### config.mk
export PLATFORM = sky130hd
export DESIGN_NAME = cmdq_spi_seq
export DESIGN_NICKNAME = d
export VERILOG_FILES = /design/src/rtl/cmdq_pkg.sv /design/src/rtl/cmdq_dpram.sv /design/src/rtl/cmdq_shifter.sv /design/src/rtl/cmdq_spi_seq.sv
export SDC_FILE = /design/constraint.sdc
export NUM_CORES = 1
export LEC_CHECK = 0
export BUFFER_PORTS_ARGS = -buffer_cell sky130_fd_sc_hd__buf_2
export CORE_AREA = 8 8 391 241
export CTS_BUF_LIST = sky130_fd_sc_hd__clkbuf_8
export CTS_CLUSTER_DIAMETER = 40
export DETAILED_ROUTE_END_ITERATION = 10
export DIE_AREA = 0 0 399 249
export PLACE_DENSITY_LB_ADDON = 0.2
export SLEW_MARGIN = 5
export SYNTH_ARGS = -nofsm -noshare
export SYNTH_HDL_FRONTEND = slang
export SYNTH_SLANG_ARGS = --single-unit
### constraint.sdc
create_clock -name clk -period 8.6 [get_ports clk]
set_input_delay 1.29 -clock clk [delete_from_list [all_inputs] [get_ports clk]]
set_output_delay 1.29 -clock clk [all_outputs]
set_load 0.005 [all_outputs]
### src/rtl/cmdq_pkg.sv
package cmdq_pkg;

  typedef enum logic [2:0] {
    S_IDLE  = 3'd0,
    S_FETCH = 3'd1,
    S_LOAD  = 3'd2,
    S_SHIFT = 3'd3,
    S_HALT  = 3'd4
  } seq_state_t;

  localparam int CTL_RUN  = 0;
  localparam int CTL_WRAP = 1;
  localparam int CTL_LOOP = 2;
  localparam int CTL_IE   = 3;
  localparam int CTL_HALT = 4;

  // length code to bit count: 0 -> 16, 1..7 -> 8, 8..15 -> itself
  function automatic logic [4:0] word_len(input logic [3:0] code);
    if (code == 4'd0)      return 5'd16;
    else if (code < 4'd8)  return 5'd8;
    else                   return {1'b0, code};
  endfunction

endpackage

### src/rtl/cmdq_dpram.sv
module cmdq_dpram #(
  parameter int W     = 16,
  parameter int DEPTH = 16,
  localparam int AW   = (DEPTH > 1) ? $clog2(DEPTH) : 1
) (
  input  logic          clk,
  input  logic          we,
  input  logic [AW-1:0] waddr,
  input  logic [W-1:0]  wdata,
  input  logic [AW-1:0] raddr,
  output logic [W-1:0]  rdata
);

  logic [W-1:0] mem [DEPTH];

  always_ff @(posedge clk) begin
    if (we) mem[waddr] <= wdata;
    rdata <= mem[raddr];
  end

endmodule

### src/rtl/cmdq_shifter.sv
module cmdq_shifter #(
  parameter int DIV = 2,
  localparam int CW = (DIV > 1) ? $clog2(DIV) : 1
) (
  input  logic        clk,
  input  logic        rst,
  input  logic        start,
  input  logic        abort,
  input  logic        loop_en,
  input  logic [15:0] tx_word,
  input  logic [4:0]  nbits,
  input  logic        miso,
  output logic        sck,
  output logic        mosi,
  output logic        done,
  output logic [15:0] rx_word
);

  logic [15:0]   sh_q;
  logic [4:0]    bit_q, len_q;
  logic [CW-1:0] cnt_q;
  logic          busy_q;

  assign mosi = sh_q[15];

  always_ff @(posedge clk) begin
    if (rst || abort) begin
      busy_q  <= 1'b0;
      sck     <= 1'b0;
      done    <= 1'b0;
      sh_q    <= '0;
      rx_word <= '0;
      bit_q   <= '0;
      len_q   <= '0;
      cnt_q   <= '0;
    end else begin
      done <= 1'b0;
      if (start && !busy_q) begin
        busy_q  <= 1'b1;
        sh_q    <= tx_word << (5'd16 - nbits);
        rx_word <= '0;
        bit_q   <= '0;
        len_q   <= nbits;
        cnt_q   <= '0;
        sck     <= 1'b0;
      end else if (busy_q) begin
        if (cnt_q == CW'(DIV - 1)) begin
          cnt_q <= '0;
          if (!sck) begin
            sck     <= 1'b1;
            rx_word <= {rx_word[14:0], loop_en ? sh_q[15] : miso};
          end else begin
            sck  <= 1'b0;
            sh_q <= sh_q << 1;
            if (bit_q == len_q - 5'd1) begin
              busy_q <= 1'b0;
              done   <= 1'b1;
            end else begin
              bit_q <= bit_q + 5'd1;
            end
          end
        end else begin
          cnt_q <= cnt_q + CW'(1);
        end
      end
    end
  end

endmodule

### src/rtl/cmdq_spi_seq.sv
module cmdq_spi_seq
  import cmdq_pkg::*;
#(
  parameter int DEPTH = 16,
  parameter int CS_W  = 4,
  parameter int DIV   = 2,
  localparam int AW   = (DEPTH > 1) ? $clog2(DEPTH) : 1
) (
  input  logic            clk,
  input  logic            rst,
  input  logic            reg_we,
  input  logic [1:0]      reg_addr,
  input  logic [15:0]     reg_wdata,
  output logic [15:0]     reg_rdata,
  input  logic            ram_we,
  input  logic            ram_sel,
  input  logic [AW-1:0]   ram_addr,
  input  logic [15:0]     ram_wdata,
  input  logic [AW-1:0]   rx_raddr,
  output logic [15:0]     rx_rdata,
  output logic            sck,
  output logic            mosi,
  input  logic            miso,
  input  logic            ss_n,
  output logic [CS_W-1:0] cs_n,
  output logic            irq
);

  localparam int PADW = 8 - AW;

  seq_state_t      state_q;
  logic [AW-1:0]   ptr_q, newq_q, endq_q;
  logic            ctrl_en, ctrl_wrap, ctrl_loop, ctrl_ie, ctrl_halt;
  logic            st_ha, st_mf, st_qc;
  logic            cont_q;
  logic [CS_W-1:0] pat_q;
  logic [15:0]     tx_q, cmd_q, rx_word;
  logic            sh_start, sh_done, fault, at_end, unused_bits;

  assign fault    = !ss_n && (state_q != S_IDLE);
  assign sh_start = (state_q == S_LOAD);
  assign at_end   = (ptr_q == endq_q);
  assign unused_bits = ^{reg_wdata, cmd_q};

  cmdq_dpram #(.W(16), .DEPTH(DEPTH)) u_txmem (
    .clk(clk), .we(ram_we && !ram_sel), .waddr(ram_addr), .wdata(ram_wdata),
    .raddr(ptr_q), .rdata(tx_q));

  cmdq_dpram #(.W(16), .DEPTH(DEPTH)) u_cmdmem (
    .clk(clk), .we(ram_we && ram_sel), .waddr(ram_addr), .wdata(ram_wdata),
    .raddr(ptr_q), .rdata(cmd_q));

  cmdq_dpram #(.W(16), .DEPTH(DEPTH)) u_rxmem (
    .clk(clk), .we(sh_done && !fault), .waddr(ptr_q), .wdata(rx_word),
    .raddr(rx_raddr), .rdata(rx_rdata));

  cmdq_shifter #(.DIV(DIV)) u_shift (
    .clk(clk), .rst(rst), .start(sh_start), .abort(fault), .loop_en(ctrl_loop),
    .tx_word(tx_q), .nbits(word_len(cmd_q[3:0])), .miso(miso),
    .sck(sck), .mosi(mosi), .done(sh_done), .rx_word(rx_word));

  // register read mux, registered
  always_ff @(posedge clk) begin
    if (rst) begin
      reg_rdata <= '0;
    end else begin
      case (reg_addr)
        2'd0:    reg_rdata <= {11'd0, ctrl_halt, ctrl_ie, ctrl_loop, ctrl_wrap, ctrl_en};
        2'd1:    reg_rdata <= {{PADW{1'b0}}, endq_q, {PADW{1'b0}}, newq_q};
        2'd2:    reg_rdata <= {{PADW{1'b0}}, ptr_q, 5'd0, st_qc, st_mf, st_ha};
        default: reg_rdata <= '0;
      endcase
    end
  end

  // control, status and sequencer
  always_ff @(posedge clk) begin
    if (rst) begin
      state_q   <= S_IDLE;
      ptr_q     <= '0;
      newq_q    <= '0;
      endq_q    <= '0;
      ctrl_en   <= 1'b0;
      ctrl_wrap <= 1'b0;
      ctrl_loop <= 1'b0;
      ctrl_ie   <= 1'b0;
      ctrl_halt <= 1'b0;
      st_ha     <= 1'b0;
      st_mf     <= 1'b0;
      st_qc     <= 1'b0;
      cont_q    <= 1'b0;
      pat_q     <= '1;
      cs_n      <= '1;
      irq       <= 1'b0;
    end else begin
      if (reg_we) begin
        case (reg_addr)
          2'd0: begin
            ctrl_en   <= reg_wdata[CTL_RUN];
            ctrl_wrap <= reg_wdata[CTL_WRAP];
            ctrl_loop <= reg_wdata[CTL_LOOP];
            ctrl_ie   <= reg_wdata[CTL_IE];
            ctrl_halt <= reg_wdata[CTL_HALT];
          end
          2'd1: begin
            newq_q <= reg_wdata[AW-1:0];
            endq_q <= reg_wdata[8+AW-1:8];
          end
          2'd2: begin
            if (reg_wdata[0]) st_ha <= 1'b0;
            if (reg_wdata[1]) st_mf <= 1'b0;
            if (reg_wdata[2]) st_qc <= 1'b0;
          end
          default: ;
        endcase
      end

      irq <= ctrl_ie && (st_ha || st_mf);

      if (fault) begin
        state_q <= S_IDLE;
        ctrl_en <= 1'b0;
        st_mf   <= 1'b1;
        cs_n    <= '1;
      end else begin
        case (state_q)
          S_IDLE: begin
            if (ctrl_en) begin
              ptr_q   <= newq_q;
              state_q <= S_FETCH;
            end
          end
          S_FETCH: state_q <= S_LOAD;
          S_LOAD: begin
            cs_n    <= cmd_q[CS_W+3:4];
            pat_q   <= cmd_q[CS_W+3:4];
            cont_q  <= cmd_q[15];
            state_q <= S_SHIFT;
          end
          S_SHIFT: begin
            if (sh_done) begin
              cs_n <= cont_q ? pat_q : '1;
              if (at_end && !ctrl_wrap) begin
                state_q <= S_IDLE;
                st_qc   <= 1'b1;
                ctrl_en <= 1'b0;
              end else begin
                ptr_q <= at_end ? newq_q : ptr_q + AW'(1);
                if (ctrl_halt) begin
                  state_q <= S_HALT;
                  st_ha   <= 1'b1;
                end else begin
                  state_q <= S_FETCH;
                end
              end
            end
          end
          S_HALT: begin
            if (!ctrl_halt) state_q <= S_FETCH;
          end
          default: state_q <= S_IDLE;
        endcase
      end
    end
  end

endmodule

Yosys cells after proc, flatten, opt, wreduce, memory -nomap -nowiden
Memory sizes are Yosys's and may differ from the RTL's. A register that Yosys moved wholly into a read port is not among the register bits.
Cells that the tools add are included.

word-level totals
  bits in registers = 95
  bits in writable memories = 768
  input port bits = 49
  memories kept = 3

operators by class
  $add $sub $neg = 5
  order comparisons = 1
  eq/ne operators = 12
  shift-type cells = 1
  mux-type cells = 60
  bitwise gates (word level) = 5
  reductions and logical operators = 40

memory list
  name          depth  width  rd ports  clocked after memory_dff  wr ports  RTL line          source
  u_cmdmem.mem  16     16     1         1                         1         cmdq_dpram.sv:14  logic [W-1:0] mem [DEPTH];
  u_rxmem.mem   16     16     1         1                         1         cmdq_dpram.sv:14
  u_txmem.mem   16     16     1         1                         1         cmdq_dpram.sv:14

operator list
  cell                 number
  $mux 16              4
  $mux 1               39
  $pmux 12 s3          1
  $mux 4               7
  $pmux 4 s2           2
  $reduce_bool 2->1    8
  $shl 16x5->16        1
  $mux 3               5
  $pmux 3 s5           1
  $reduce_and 3->1     4
  $reduce_and 2->1     5
  $logic_and 1x1->1    7
  $eq 3x2->1 const B   2
  $ne 2x2->1 const B   3
  $add 5x1->5 const B  1
  $eq 5x5->1           1
  $logic_not 1->1      5
  $mux 5               1
  $not 1->1            5
  $reduce_and 5->1     1
  $reduce_or 5->1      1
  $sub 5x1->5 const B  1
  $sub 5x5->5 const A  1
  $add 4x1->4 const B  1
  other kinds (15)     17

Depth between registers and ports, before layout
Gate-level depths: netlist of the first run.

  word-level depth = 8
  mapped depth = 11

Modules after synthesis
From an unflattened synthesis of the first run, not the netlist that was laid out.

unflattened totals
  cell total of the unflattened synthesis = 1,852
  area, all modules = 34,734.6 µm²

by module, submodules not included
  module        times used  cells each  area an instance (µm²)  sequential area each (µm²)
  cmdq_dpram    3           432         10,042.1                8,007.7
  cmdq_shifter  1           319         2,622.5                 920.9
  cmdq_spi_seq  1           237         1,985.7                 840.8

Worst setup path after synthesis of the first run
OpenSTA, ideal clock, no wires.

  path kind = input to register
  from = input ss_n
  to = memory u_rxmem.mem[0][0] (enable)
  setup time = 0.409 ns
  arrival = 3.151 ns
  required time = 8.191 ns
  slack = 5.040 ns
  stages = 5
  buffers on the path = 1
  cells stage by stage = clkbuf_1 > nor2_1 > nor2_1 > nand2_1 > nor3_1

on the way
  word-level cells in the longest chain between the ends = 6

RTL lines
  what                          RTL line            source
  start, declared               cmdq_spi_seq.sv:24  input logic ss_n,
  $logic_not 1->1               cmdq_spi_seq.sv:40  assign fault = !ss_n && (state_q != S_IDLE);
  $logic_and 1x1->1             cmdq_spi_seq.sv:40
  $logic_not 1->1               cmdq_spi_seq.sv:54  .clk(clk), .we(sh_done && !fault), .waddr(ptr_q), .wdata(rx_word),
  $logic_and 1x1->1             cmdq_spi_seq.sv:54
  $mux 1                        cmdq_dpram.sv:17    if (we) mem[waddr] <= wdata;
  $mux 1 (not written as such)  cmdq_dpram.sv:17
  end, declared                 cmdq_dpram.sv:14

Every way passes these cells.

Final worst setup path of the first run
  from = register u_cmdmem.rdata[0], read port of u_cmdmem.mem
  to = register u_shift.sh_q[10]

on the way
  word-level cells in the longest chain between the ends = 6
  elaborated cells on any way between the ends = 7
  those cells by class = add/sub (1); order compare (1); shift (1); mux (3); reduce/logical (1)

RTL lines
  what                  RTL line            source
  start, declared       cmdq_dpram.sv:11    output logic [W-1:0] rdata
  $lt 4x4->1            cmdq_pkg.sv:20      else if (code < 4'd8) return 5'd8;
  $mux 4                cmdq_pkg.sv:20
  $mux 5 *              cmdq_pkg.sv:19      if (code == 4'd0) return 5'd16;
  $sub 5x5->5 *         cmdq_shifter.sv:40  sh_q <= tx_word << (5'd16 - nbits);
  $shl 16x5->16 *       cmdq_shifter.sv:40
  $mux 16 *             cmdq_shifter.sv:38  if (start && !busy_q) begin
  end signal, assigned  cmdq_shifter.sv:40
  end signal, assigned  cmdq_shifter.sv:54  sh_q <= sh_q << 1;
  end, declared         cmdq_shifter.sv:19  logic [15:0] sh_q;

Mark *: on every way between the ends. The rest lies on a longest branch, timed or not.
A chain may end at the register's enable or synchronous reset.

==> results.tsv, run 1 <==
stage	metric	value	unit
status	status	complete, no violations	
timing	finalHoldViolations	0	
timing	finalSetupViolations	0	
clock_network	cts_hold_buf	0	
clock_network	post_cts_resized	0	
drt	num_vias	16002	
timing	drv_slew	0	
die	die_x	399	um
global_routing	use_met1	23.4	%
timing	fin_crit	3.99	ns
yosys	synth-edff-count	656	
power_and_ir_drop	combinationalPowerShare	4.7	%
timing	whs	0.460	ns
power_and_ir_drop	pwr-share-clk	41.2	%
global_routing	grt_pass1_vias	16198	
die	core	88500	um2
clock_network	clock_latency	0.76	ns
global_routing	busiest_layer	met1	
die	die_h	249	um
critical_path	slowest_stage	and2_1	
clock_network	clk_pin_slew	0.06	ns
yosys	yosys_warnings	0	
power_and_ir_drop	power_switching	1.75	mW
power_and_ir_drop	p_leak	11.2	nW
timing	worstMarginPinSlew	1.11	ns
critical_path	worstSetupEndpointType	register	
hold_path	hp-class	reg2reg	
timing	period_share	46.4	%
yosys	syn_inst	1640	
finish	fill_cells	8024	
timing	fin_tns_setup	0	ns
clock_network	clk_path_buf_depth	3	
critical_path	r2r_setup_slack	4.61	ns
clock_network	post_cts_buffers	0	
power_and_ir_drop	switching_share	22.5	%
die	dieArea	99400	um2
die	start_util	34.6	%
timing	fmax	251	MHz
drt	antenna_left	0	
yosys	async_flop_share	0	%
placed_design	dpl.hpwl	45300	um
timing	slew_headroom	25.9	%
finish	final_nets	1849	
power_and_ir_drop	p_seq_share	54.2	%
clock_network	cts_sinks	785	
yosys	syn_area	30600	um2
drt	dr.first_iter.drc_count	1545	
clock_network	cts-htree-levels	4	
global_routing	grt_overflow_total	0	
global_routing	use_met3	3.25	%
die	io_pins	88	
drt	viasPerCell	5.21	
yosys	synth_top_cell_by_area	edfxtp_1	
flow_run	drv_cap	0	
yosys	synth.avg_cell_area	18.7	um2
clock_network	tritoncts.num_buffers	130	
die	rows	85	
critical_path	critPathLaunchType	register	
placed_design	numPortBuffers	73	
yosys	ys_ff_latch	785	
power_and_ir_drop	total_power	7.75	mW
finish	syn2layout_area_growth	14.3	%
global_routing	grt_pass1_wl	111000	um
placed_design	post_dp_cell_area	32500	um2
critical_path	cp.arrival	4.68	ns
drt	drcViolationCount	0	
yosys	yosysTopAreaCellShare	64.3	%
global_routing	grt_util_all_layers	15.1	%
global_routing	met2_usage	21.0	%
drt	first_pass_iters	5	
timing	rsz0062_at_grt	no	
drt	wl_per_cell	24.6	um
finish	drive_gt1_share	29.4	%
power_and_ir_drop	powerDensity	221	nW/um2
global_routing	grt_max_degree	92	
critical_path	slowest_delay	0.74	ns
critical_path	worstPathCellList	and2_1, inv_2, ha_1, clkinv_1, mux4_2, o21ai_1, o21a_1	
clock_network	root_buffer	clkbuf_8	
drt	drt_wl_total	75600	um
critical_path	critPathRequiredTime	9.29	ns
power_and_ir_drop	intPower	6.01	mW
critical_path	worst-setup-path-type	reg2reg	
yosys	synth_area_leaders	edfxtp_1 64%, mux4_2 16%, dfxtp_1 8.4%	
clock_network	cts_tree	done	
yosys	synthDistinctLibCells	76	
yosys	ys_seq_area_share	72.8	%
critical_path	crit_fanout	17	
timing	skew	0.0262	ns
global_routing	antenna_found_initial	12	
yosys	synth_flop_cell	edfxtp_1	
power_and_ir_drop	ir_drop	0.117	mV
finish	design_area	35000	um2
placed_design	globalplace.congestion	0.797	
-- stage by stage --
stage          std cells  setup WS (ns)  util (%)
2_1_floorplan       1646           5.04         -
3_3_place_gp        2835           4.67      36.7
3_5_place_dp        2835           4.65      36.7
4_1_cts             3071           4.64      39.6
5_1_grt             3072           4.35      39.6
6_report            3074           4.61      39.6
-- layout make-up --
| class | count | area (um2) | area share (%) |
|---|---|---|---|
| sequential | 785 | 22300 | 63.7 |
| clock buffer | 142 | 1950 | 5.58 |
| antenna | 3 | 7.51 | 0.0214 |
| multi-input combinational | 747 | 7930 | 22.7 |
| clock inverter | 94 | 591 | 1.69 |
| inverter | 11 | 41.3 | 0.118 |
| timing repair buffer | 118 | 718 | 2.05 |
| tap | 1174 | 1470 | 4.20 |
-- synth_stat cells, types with 11 or more instances --
library cell and instances:
clkbuf_1 50, buf_4 11, nor2_1 82, dfxtp_1 129
nand2_1 117, a21oi_1 64, mux2i_1 30, buf_2 25
buf_1 14, nor3_1 25, o21ai_0 18, nand3_1 33
edfxtp_1 656, mux4_2 211
-- power groups by stage --
stage / clock network (mW) / logic [mW] / registers, mW
after floorplan: 0 / 0.242 / 4.25
after global placement: 0 / 0.358 / 4.28
after detailed placement: 0 / 0.364 / 4.28
after CTS: 3.30 / 0.365 / 4.20
after global routing: 3.47 / 0.393 / 4.20
final: 3.19 / 0.361 / 4.20
-- metal layers --
| layer | vias to the layer above | routed length (um) |
|---|---|---|
| met1 | 8460 | 37000 |
| li1 | 6936 | - |
| met5 | - | 21 |
| met3 | 127 | 4690 |
| met2 | 475 | 32200 |
| met4 | 4 | 1660 |
-- cell families (layout without fill, tap and decap cells) --
| kind of cell | Yosys count | after routing | share of synthesized area [%] |
|---|---|---|---|
| AO/OA/AOI/OAI | 160 | 160 | 3.40 |
| XOR/XNOR | 14 | 14 | 0.425 |
| adder cells (fa/ha/maj) | 7 | 7 | 0.286 |
| buffers and inverters | 114 | 365 | 1.72 |
| flip-flops | 785 | 785 | 72.8 |
| multiplexers | 242 | 242 | 16.5 |
| other | 1 | 10 | 0.0122 |
| AND/OR/NAND/NOR | 317 | 317 | 4.83 |
-- flip-flops by register name, indices dropped and copies added (netlist names), 9 cells and up --
signal,cells
u_cmdmem.rdata,9
u_cmdmem.mem,144
reg_rdata,9
u_txmem.mem,256
u_shift.rx_word,16
u_rxmem.rdata,16
u_rxmem.mem,256
u_shift.sh_q,16
u_txmem.rdata,16
-- critical path, delay by kind of cell (launching register included) --
family          cells  cell delay [ns]
fa+ha+maj           1             0.72
compound gates      2             0.35
buf+inv             2             0.86
flops               1             0.61
simple gates        1             0.74
mux                 1             0.64
-- cell usage in the layout, fill, tap and decap left out, types with 7 or more instances in the layout --
cell type and instances:
a21oi_1 64, mux2i_1 30, buf_2 72, nor3_2 8
buf_4 45, nor2_2 25, ha_1 7, clkinvlp_4 8
conb_1 7, inv_1 44, nand2b_1 9, o21ai_0 18
clkinv_2 14, and3_1 8, clkbuf_8 142, nand2_1 117
clkinv_1 25, nand3_1 33, dfxtp_1 125, nand3b_1 9
o211ai_1 8, a31oi_1 8, xor2_1 9, a211o_1 7
mux4_2 211, edfxtp_1 656, nor3_1 17, nor2_1 57
a211oi_1 9
-- worst paths after layout --
kind         cells past startpoint                             to                  startpoint
max                              7  u_shift.sh_q[10]$_SDFFE_PP0P_   u_cmdmem.rdata[0]$_DFF_P_
min                              2            cont_q$_SDFFE_PP0P_  u_cmdmem.rdata[15]$_DFF_P_
max reg2reg                      7  u_shift.sh_q[10]$_SDFFE_PP0P_   u_cmdmem.rdata[0]$_DFF_P_
min reg2reg                      2            cont_q$_SDFFE_PP0P_  u_cmdmem.rdata[15]$_DFF_P_
No activity file was read; power rests on OpenSTA's default activity.
==> inputs of run 2 (changes only) <==
--- a/config.mk
+++ b/config.mk
@@ -5,12 +5,13 @@
 export SDC_FILE = /design/constraint.sdc
 export NUM_CORES = 1
 export LEC_CHECK = 0
+export ABC_AREA = 1
 export BUFFER_PORTS_ARGS = -buffer_cell sky130_fd_sc_hd__buf_2
-export CORE_AREA = 8 8 391 241
+export CORE_AREA = 8 8 393 241
 export CTS_BUF_LIST = sky130_fd_sc_hd__clkbuf_8
 export CTS_CLUSTER_DIAMETER = 40
 export DETAILED_ROUTE_END_ITERATION = 10
-export DIE_AREA = 0 0 399 249
+export DIE_AREA = 0 0 401 249
 export PLACE_DENSITY_LB_ADDON = 0.2
 export SLEW_MARGIN = 5
 export SYNTH_ARGS = -nofsm -noshare
==> constraint.sdc (replaced) <==
create_clock -name clk -period 3.75 [get_ports clk]
set_input_delay 0.5625 -clock clk [delete_from_list [all_inputs] [get_ports clk]]
set_output_delay 0.5625 -clock clk [all_outputs]
set_load 0.005 [all_outputs]
==> run 2 against run 1 <==
Synthesized cell count up 59%; register-to-register slack got worse by 3.6 ns; clock-buffer cell count fell by 18; maximum frequency is 48% higher; cell count increased by 30%; sequential share of layout area up 0.37 points; total power increased to 2.8 times the previous value; critical path depth up 1; sequential power up 140%; first-iteration DRC count up 26%; global-route usage increased by 1.6 points; critical path type unchanged; critical endpoint is now u_rxmem.mem[12][9]$_DFFE_PP_; highest routed layer unchanged.
==> results.tsv, run 2 <==
stage	metric	value	unit	change
yosys	synth-edff-count	656		unchanged
global_routing	grt_pass1_vias	20037		+24%
global_routing	antenna_found_initial	6		-6
die	start_util	34.7	%	+0.086 points
finish	final_nets	2765		+50%
yosys	yosysTopAreaCellShare	63.9	%	-0.47 points
critical_path	slowest_stage	nor2_2		
global_routing	grt_overflow_total	0		unchanged
global_routing	grt_pass1_wl	129000	um	+16%
clock_network	post_cts_buffers	0		unchanged
critical_path	worst-path-stages	8		+1
yosys	yosysMostFrequentCell	edfxtp_1		
hold_path	hp-class	in2reg		
critical_path	ff2ff_path_depth	8		+1
clock_network	clk_pin_slew	0.07	ns	about the same
power_and_ir_drop	powerDensity	614	nW/um2	+180%
drt	num_vias	20796		+30%
finish	drive_gt1_share	12.3	%	-17 points
timing	drv_slew	0		unchanged
critical_path	crit_start	state_q[0]$_SDFFE_PP0P_		
yosys	ys_ff_latch	785		unchanged
critical_path	worstPathCellList	nor2_2, nand2_1, nand2_1, inv_2, nor2_1, nand2_1, nor2_2, buf_4		
yosys	syn_inst	2610		+59%
drt	drcViolationCount	0		unchanged
power_and_ir_drop	p_leak	12.0	nW	+7.2%
drt	wl_per_cell	21.8	um	-12%
placed_design	numPortBuffers	73		unchanged
finish	final_common_cell	edfxtp_1		
timing	fin_crit	2.70	ns	-1.29 ns
global_routing	use_met1	25.9	%	+2.5 points
drt	drt_wl_total	86800	um	+15%
timing	period_share	72.1	%	+26 points
clock_network	cts_hold_buf	0		unchanged
die	io_pins	88		unchanged
critical_path	critPathLaunchType	register		
clock_network	root_buffer	clkbuf_8		
global_routing	grt_max_degree	203		+120%
critical_path	crit_path_end	u_rxmem.mem[12][9]$_DFFE_PP_		
timing	skew	0.0571	ns	+0.0309 ns
global_routing	busiest_layer	met1		
yosys	synth_flop_cell	edfxtp_1		
critical_path	worstSetupEndpointType	register		
critical_path	path_buf_inv	2		unchanged
die	core	88900	um2	+0.48%
yosys	synthTopCellsByCount	656 x edfxtp_1, 426 x nor2_1, 371 x o21ai_0		
power_and_ir_drop	ir_drop	0.412	mV	+250%
drt	first_pass_iters	6		+1
critical_path	slowest_delay	0.50	ns	-0.24 ns
die	dieArea	99800	um2	+0.50%
placed_design	place_inst	3764		+33%
die	die_h	249	um	unchanged
critical_path	critPathRequiredTime	4.19	ns	-5.10 ns
timing	rsz0062_at_grt	no		
finish	top_regs	u_rxmem.mem: 256 flops, u_txmem.mem: 256 flops, u_cmdmem.mem: 144 flops		
global_routing	use_met3	3.40	%	+0.15 points
critical_path	cp.arrival	3.14	ns	-1.54 ns
global_routing	met2_usage	23.9	%	+2.9 points
yosys	async_flop_share	0	%	unchanged
placed_design	globalplace.congestion	0.823		+3.2%
yosys	synthDistinctLibCells	39		-49%
status	status	complete, no violations		
finish	syn2layout_area_growth	12.8	%	
yosys	synth_area_leaders	edfxtp_1 64%, dfxtp_1 8.4%, o21ai_0 6.0%		
critical_path	worst-setup-path-type	reg2reg		
timing	fmax	370	MHz	+48%
clock_network	cts_tree	done		
critical_path	cp_top_family	simple AND/OR/NAND/NOR gates		
timing	worstMarginPinSlew	1.19	ns	+0.0825 ns
critical_path	r2r_setup_slack	1.05	ns	-3.56 ns
finish	final_cell_mix	656 x edfxtp_1, 400 x nor2_1, 371 x o21ai_0, 335 x nand2_1, 127 x dfxtp_1		
timing	fin_tns_setup	0	ns	unchanged
placed_design	post_dp_cell_area	32600	um2	+0.48%
yosys	synth.avg_cell_area	11.8	um2	-37%
timing	finalHoldViolations	0		unchanged
critical_path	reg2reg_from	state_q[0]$_SDFFE_PP0P_		
finish	final_cells	3989		+30%
clock_network	cts-htree-levels	3		-1
clock_network	post_cts_resized	0		unchanged
power_and_ir_drop	total_power	21.4	mW	+180%
drt	dr.first_iter.drc_count	1940		+26%
clock_network	tritoncts.num_buffers	117		-10%
placed_design	dpl.hpwl	51500	um	+14%
critical_path	r2r_end	u_rxmem.mem[12][9]$_DFFE_PP_		
finish	design_area	34800	um2	-0.59%
drt	antenna_left	0		unchanged
yosys	synth_top_cell_by_area	edfxtp_1		
die	die_x	401	um	+0.50%
die	rows	85		unchanged
yosys	syn_area	30800	um2	+0.73%
drt	viasPerCell	5.21		+0.15%
timing	finalSetupViolations	0		unchanged
yosys	yosys_warnings	0		unchanged
clock_network	clock_latency	0.79	ns	+0.03 ns
clock_network	cts_sinks	785		unchanged
critical_path	crit_fanout	10		-7
timing	slew_headroom	20.6	%	-5.2 points
critical_path	crit_path_frequent_cell	nand2_1		
flow_run	drv_cap	0		unchanged
yosys	ys_seq_area_share	72.3	%	-0.53 points
clock_network	clk_path_buf_depth	3		unchanged
global_routing	grt_util_all_layers	16.7	%	+1.6 points
run 2: cell count changes in the layout (fill, tap and decap cells not counted), sizes merged, moves of 30 or more:
cell    previous run  this run
inv               52       138
mux2i             30         0
mux4             211         0
nand2            117       345
nand3             33        97
nor2              82       433
o21ai             22       395
o221ai             1        53
o22ai              0       113
run 2: per-layer routing:
metal  part of all wire, %  up-vias  routed length, um
li1                      -     9633                  -
met2                    42      620              36100
met3                   6.7      124               5810
met5                 0.015        -                 13
met4                   1.7        2               1460
met1                    50    10417              43400
run 2: worst min-delay path, stage by stage:
cell     delay, ns
buf_2         0.10
o21ai_0       0.08
nor2_1        0.09
run 2: area by class of cell:
| type | instances | area [um2] |
|---|---|---|
| fill | 8489 | 54100 |
| sequential | 785 | 22300 |
| multi-input combinational | 1581 | 7590 |
| clock buffer | 124 | 1710 |
| tap | 1174 | 1470 |
| timing repair buffer | 134 | 913 |
| clock inverter | 96 | 470 |
| inverter | 90 | 344 |
| antenna | 5 | 12.5 |
run 2: report_power, final:
group	internal (mW)	switching, mW
logic	1.39	3.48
registers	9.73	0.255
clock network	3.15	3.34
run 2: kinds of logic (layout without fill, tap and decap cells):
family          after synthesis  in the layout  share of synthesized area (%)
other cells                   1             12                         0.0122
mux                           1              1                         0.0365
simple gates                908            908                           11.9
flops                       785            785                           72.3
fa+ha+maj                     7              7                          0.284
xor+xnor                      6              6                          0.170
buf+inv                     250            444                           3.41
compound gates              652            652                           11.9
run 2: stage by stage:
stage          utilization, %  hold slack [ns]  worst slack, ns
4_1_cts                  39.1           0.0282             1.05
6_report                 39.1            0.110             1.05
3_3_place_gp             36.7            0.438             1.05
3_5_place_dp             36.7            0.446            0.936
2_1_floorplan               -            0.424             1.47
5_1_grt                  39.1           0.0611            0.829
run 2: worst min-delay path by stage:
stage / cells past startpoint / to / start
6_report: 3 / ctrl_loop$_SDFFE_PP0P_ / reg_wdata[2]
5_1_grt: 3 / ctrl_wrap$_SDFFE_PP0P_ / reg_wdata[1]
4_1_cts: 3 / ctrl_loop$_SDFFE_PP0P_ / reg_wdata[2]
3_5_place_dp: 2 / pat_q[2]$_SDFFE_PP1P_ / pat_q[2]$_SDFFE_PP1P_
3_3_place_gp: 2 / pat_q[2]$_SDFFE_PP1P_ / pat_q[2]$_SDFFE_PP1P_
2_1_floorplan: 2 / pat_q[1]$_SDFFE_PP1P_ / pat_q[1]$_SDFFE_PP1P_
==> inputs of run 3 (changes only) <==
==> constraint.sdc (replaced) <==
create_clock -name clk -period 2.6 [get_ports clk]
set_input_delay 0.39 -clock clk [delete_from_list [all_inputs] [get_ports clk]]
set_output_delay 0.39 -clock clk [all_outputs]
set_load 0.005 [all_outputs]
==> run 3 against run 2 <==
Clock skew fell by 0.018 ns; critical endpoint is now st_ha$_SDFF_PP0_; via count rose by 1.8%; first-iteration DRC count rose by 2.6%; highest routed layer is now met4; non-clock buffer count rose by 69.
==> results.tsv, run 3 (synthesized netlist as in run 2, its figures left out) <==
stage	metric	value	unit	change
clock_network	clk_pin_slew	0.06	ns	about the same
clock_network	cts_sinks	785		unchanged
finish	final_common_cell	edfxtp_1		
clock_network	post_cts_buffers	0		unchanged
global_routing	antenna_found_initial	4		-2
drt	viasPerCell	5.20		-0.28%
finish	drive_gt1_share	14.1	%	+1.8 points
power_and_ir_drop	total_power	32.4	mW	+52%
finish	final_cell_mix	656 x edfxtp_1, 400 x nor2_1, 371 x o21ai_0, 335 x nand2_1, 140 x clkbuf_8		
global_routing	grt_overflow_total	0		unchanged
die	rows	85		unchanged
critical_path	crit_fanout	10		unchanged
critical_path	ff2ff_path_depth	10		+2
drt	drcViolationCount	0		unchanged
clock_network	cts-htree-levels	4		+1
drt	wl_per_cell	21.5	um	-1.0%
global_routing	grt_util_all_layers	17.0	%	+0.31 points
placed_design	dpl.hpwl	55100	um	+7.0%
timing	fin_crit	2.43	ns	
timing	skew	0.0389	ns	-0.0183 ns
critical_path	slowest_stage	dlygate4sd3_1		
hold_path	holdPathStages	4		+1
clock_network	clk_path_buf_depth	3		unchanged
clock_network	root_buffer	clkbuf_8		
clock_network	post_cts_resized	0		unchanged
drt	drt_wl_total	87700	um	+1.0%
drt	antenna_left	0		unchanged
timing	fin_tns_setup	0	ns	unchanged
power_and_ir_drop	ir_drop	0.443	mV	+7.5%
drt	dr.first_iter.drc_count	1990		+2.6%
clock_network	tritoncts.num_buffers	130		+11%
critical_path	worstSetupEndpointType	register		
global_routing	grt_pass1_wl	131000	um	+1.5%
timing	drv_slew	0		unchanged
timing	finalSetupViolations	0		unchanged
placed_design	place_inst	3808		+1.2%
die	start_util	34.7	%	unchanged
placed_design	numPortBuffers	73		unchanged
die	core	88900	um2	unchanged
finish	final_nets	2847		+3.0%
timing	slew_headroom	43.7	%	+23 points
critical_path	worst-setup-path-type	in2reg		
power_and_ir_drop	powerDensity	904	nW/um2	+47%
finish	syn2layout_area_growth	16.3	%	
global_routing	grt_pass1_vias	20290		+1.3%
flow_run	drv_cap	0		unchanged
clock_network	cts_hold_buf	25		+25
die	die_x	401	um	unchanged
placed_design	globalplace.congestion	0.836		+1.6%
critical_path	critPathRequiredTime	3.31	ns	-0.88 ns
drt	num_vias	21169		+1.8%
clock_network	cts_tree	done		
die	die_h	249	um	unchanged
timing	period_share	93.4	%	
drt	first_pass_iters	7		+1
finish	top_regs	u_rxmem.mem: 256 flops, u_txmem.mem: 256 flops, u_cmdmem.mem: 144 flops		
die	io_pins	88		unchanged
critical_path	crit_path_frequent_cell	dlygate4sd3_1		
global_routing	grt_max_degree	76		-63%
timing	worstMarginPinSlew	0.844	ns	-0.347 ns
critical_path	critPathLaunchType	input port		
hold_path	hp-class	in2reg		
timing	fmax	412	MHz	
critical_path	worstPathCellList	dlygate4sd3_1, buf_2, nor2_1, nand3_1, dlygate4sd3_1, nand2_1, a21oi_1, dlygate4sd3_1		
die	dieArea	99800	um2	unchanged
clock_network	clock_latency	0.82	ns	+0.03 ns
power_and_ir_drop	p_leak	12.6	nW	+4.4%
timing	finalHoldViolations	0		unchanged
timing	rsz0062_at_grt	no		
critical_path	slowest_delay	0.61	ns	+0.11 ns
critical_path	cp.arrival	3.13	ns	about the same
finish	final_cells	4072		+2.1%
status	status	complete, no violations		
==> run 3: critical path: cells and delay by family <==
family | cells | cell delay (ns)
AND/OR/NAND/NOR | 3 | 0.78
AO/OA/AOI/OAI | 1 | 0.06
buffers and inverters | 4 | 1.90
==> run 3: final cells by class <==
type                       count  area [um2]
fill                        8368       53000
sequential                   785       22300
multi-input combinational   1581        7590
clock buffer                 140        1930
timing repair buffer         203        1640
tap                         1174        1470
clock inverter                97         591
inverter                      90         344
antenna                        2        5.00
==> run 3: stage by stage <==
stage / worst slack (ns) / utilization (%) / instance area, um2 / hold slack (ns)
6_report: 0.171 / 40.3 / 35900 / 0.0976
3_5_place_dp: 0.321 / 37.2 / 33100 / 0.448
4_1_cts: 0.261 / 40.3 / 35900 / 0.0252
2_1_floorplan: 0.321 / - / 30900 / 0.424
3_3_place_gp: 0.376 / 37.2 / 33100 / 0.434
5_1_grt: 0.0745 / 40.3 / 35900 / 0.0800
==> run 3: layer usage <==
metal  vias up  GRT usage, %  part of all wire [%]
li1       9810             -                     -
met1     10496          26.3                    50
met2       732          23.7                    41
met3       131          3.92                   7.5
met4         0          4.53                   1.7
met5         -             0                     0
==> run 3: path summary, 6_finish.rpt <==
check,to,from,slack (ns)
max reg2reg,st_ha$_SDFF_PP0_,ptr_q[1]$_SDFFE_PP0P_,0.23
max,st_ha$_SDFF_PP0_,reg_addr[0],0.17
min reg2reg,pat_q[2]$_SDFFE_PP1P_,pat_q[2]$_SDFFE_PP1P_,0.46
min,u_shift.rx_word[0]$_SDFFE_PP0P_,miso,0.1
==> run 3: report_power, final <==
part | internal, mW | switching [mW]
combinational | 2.27 | 5.18
sequential | 14.0 | 0.344
clock | 5.44 | 5.13
total | 21.8 | 10.7
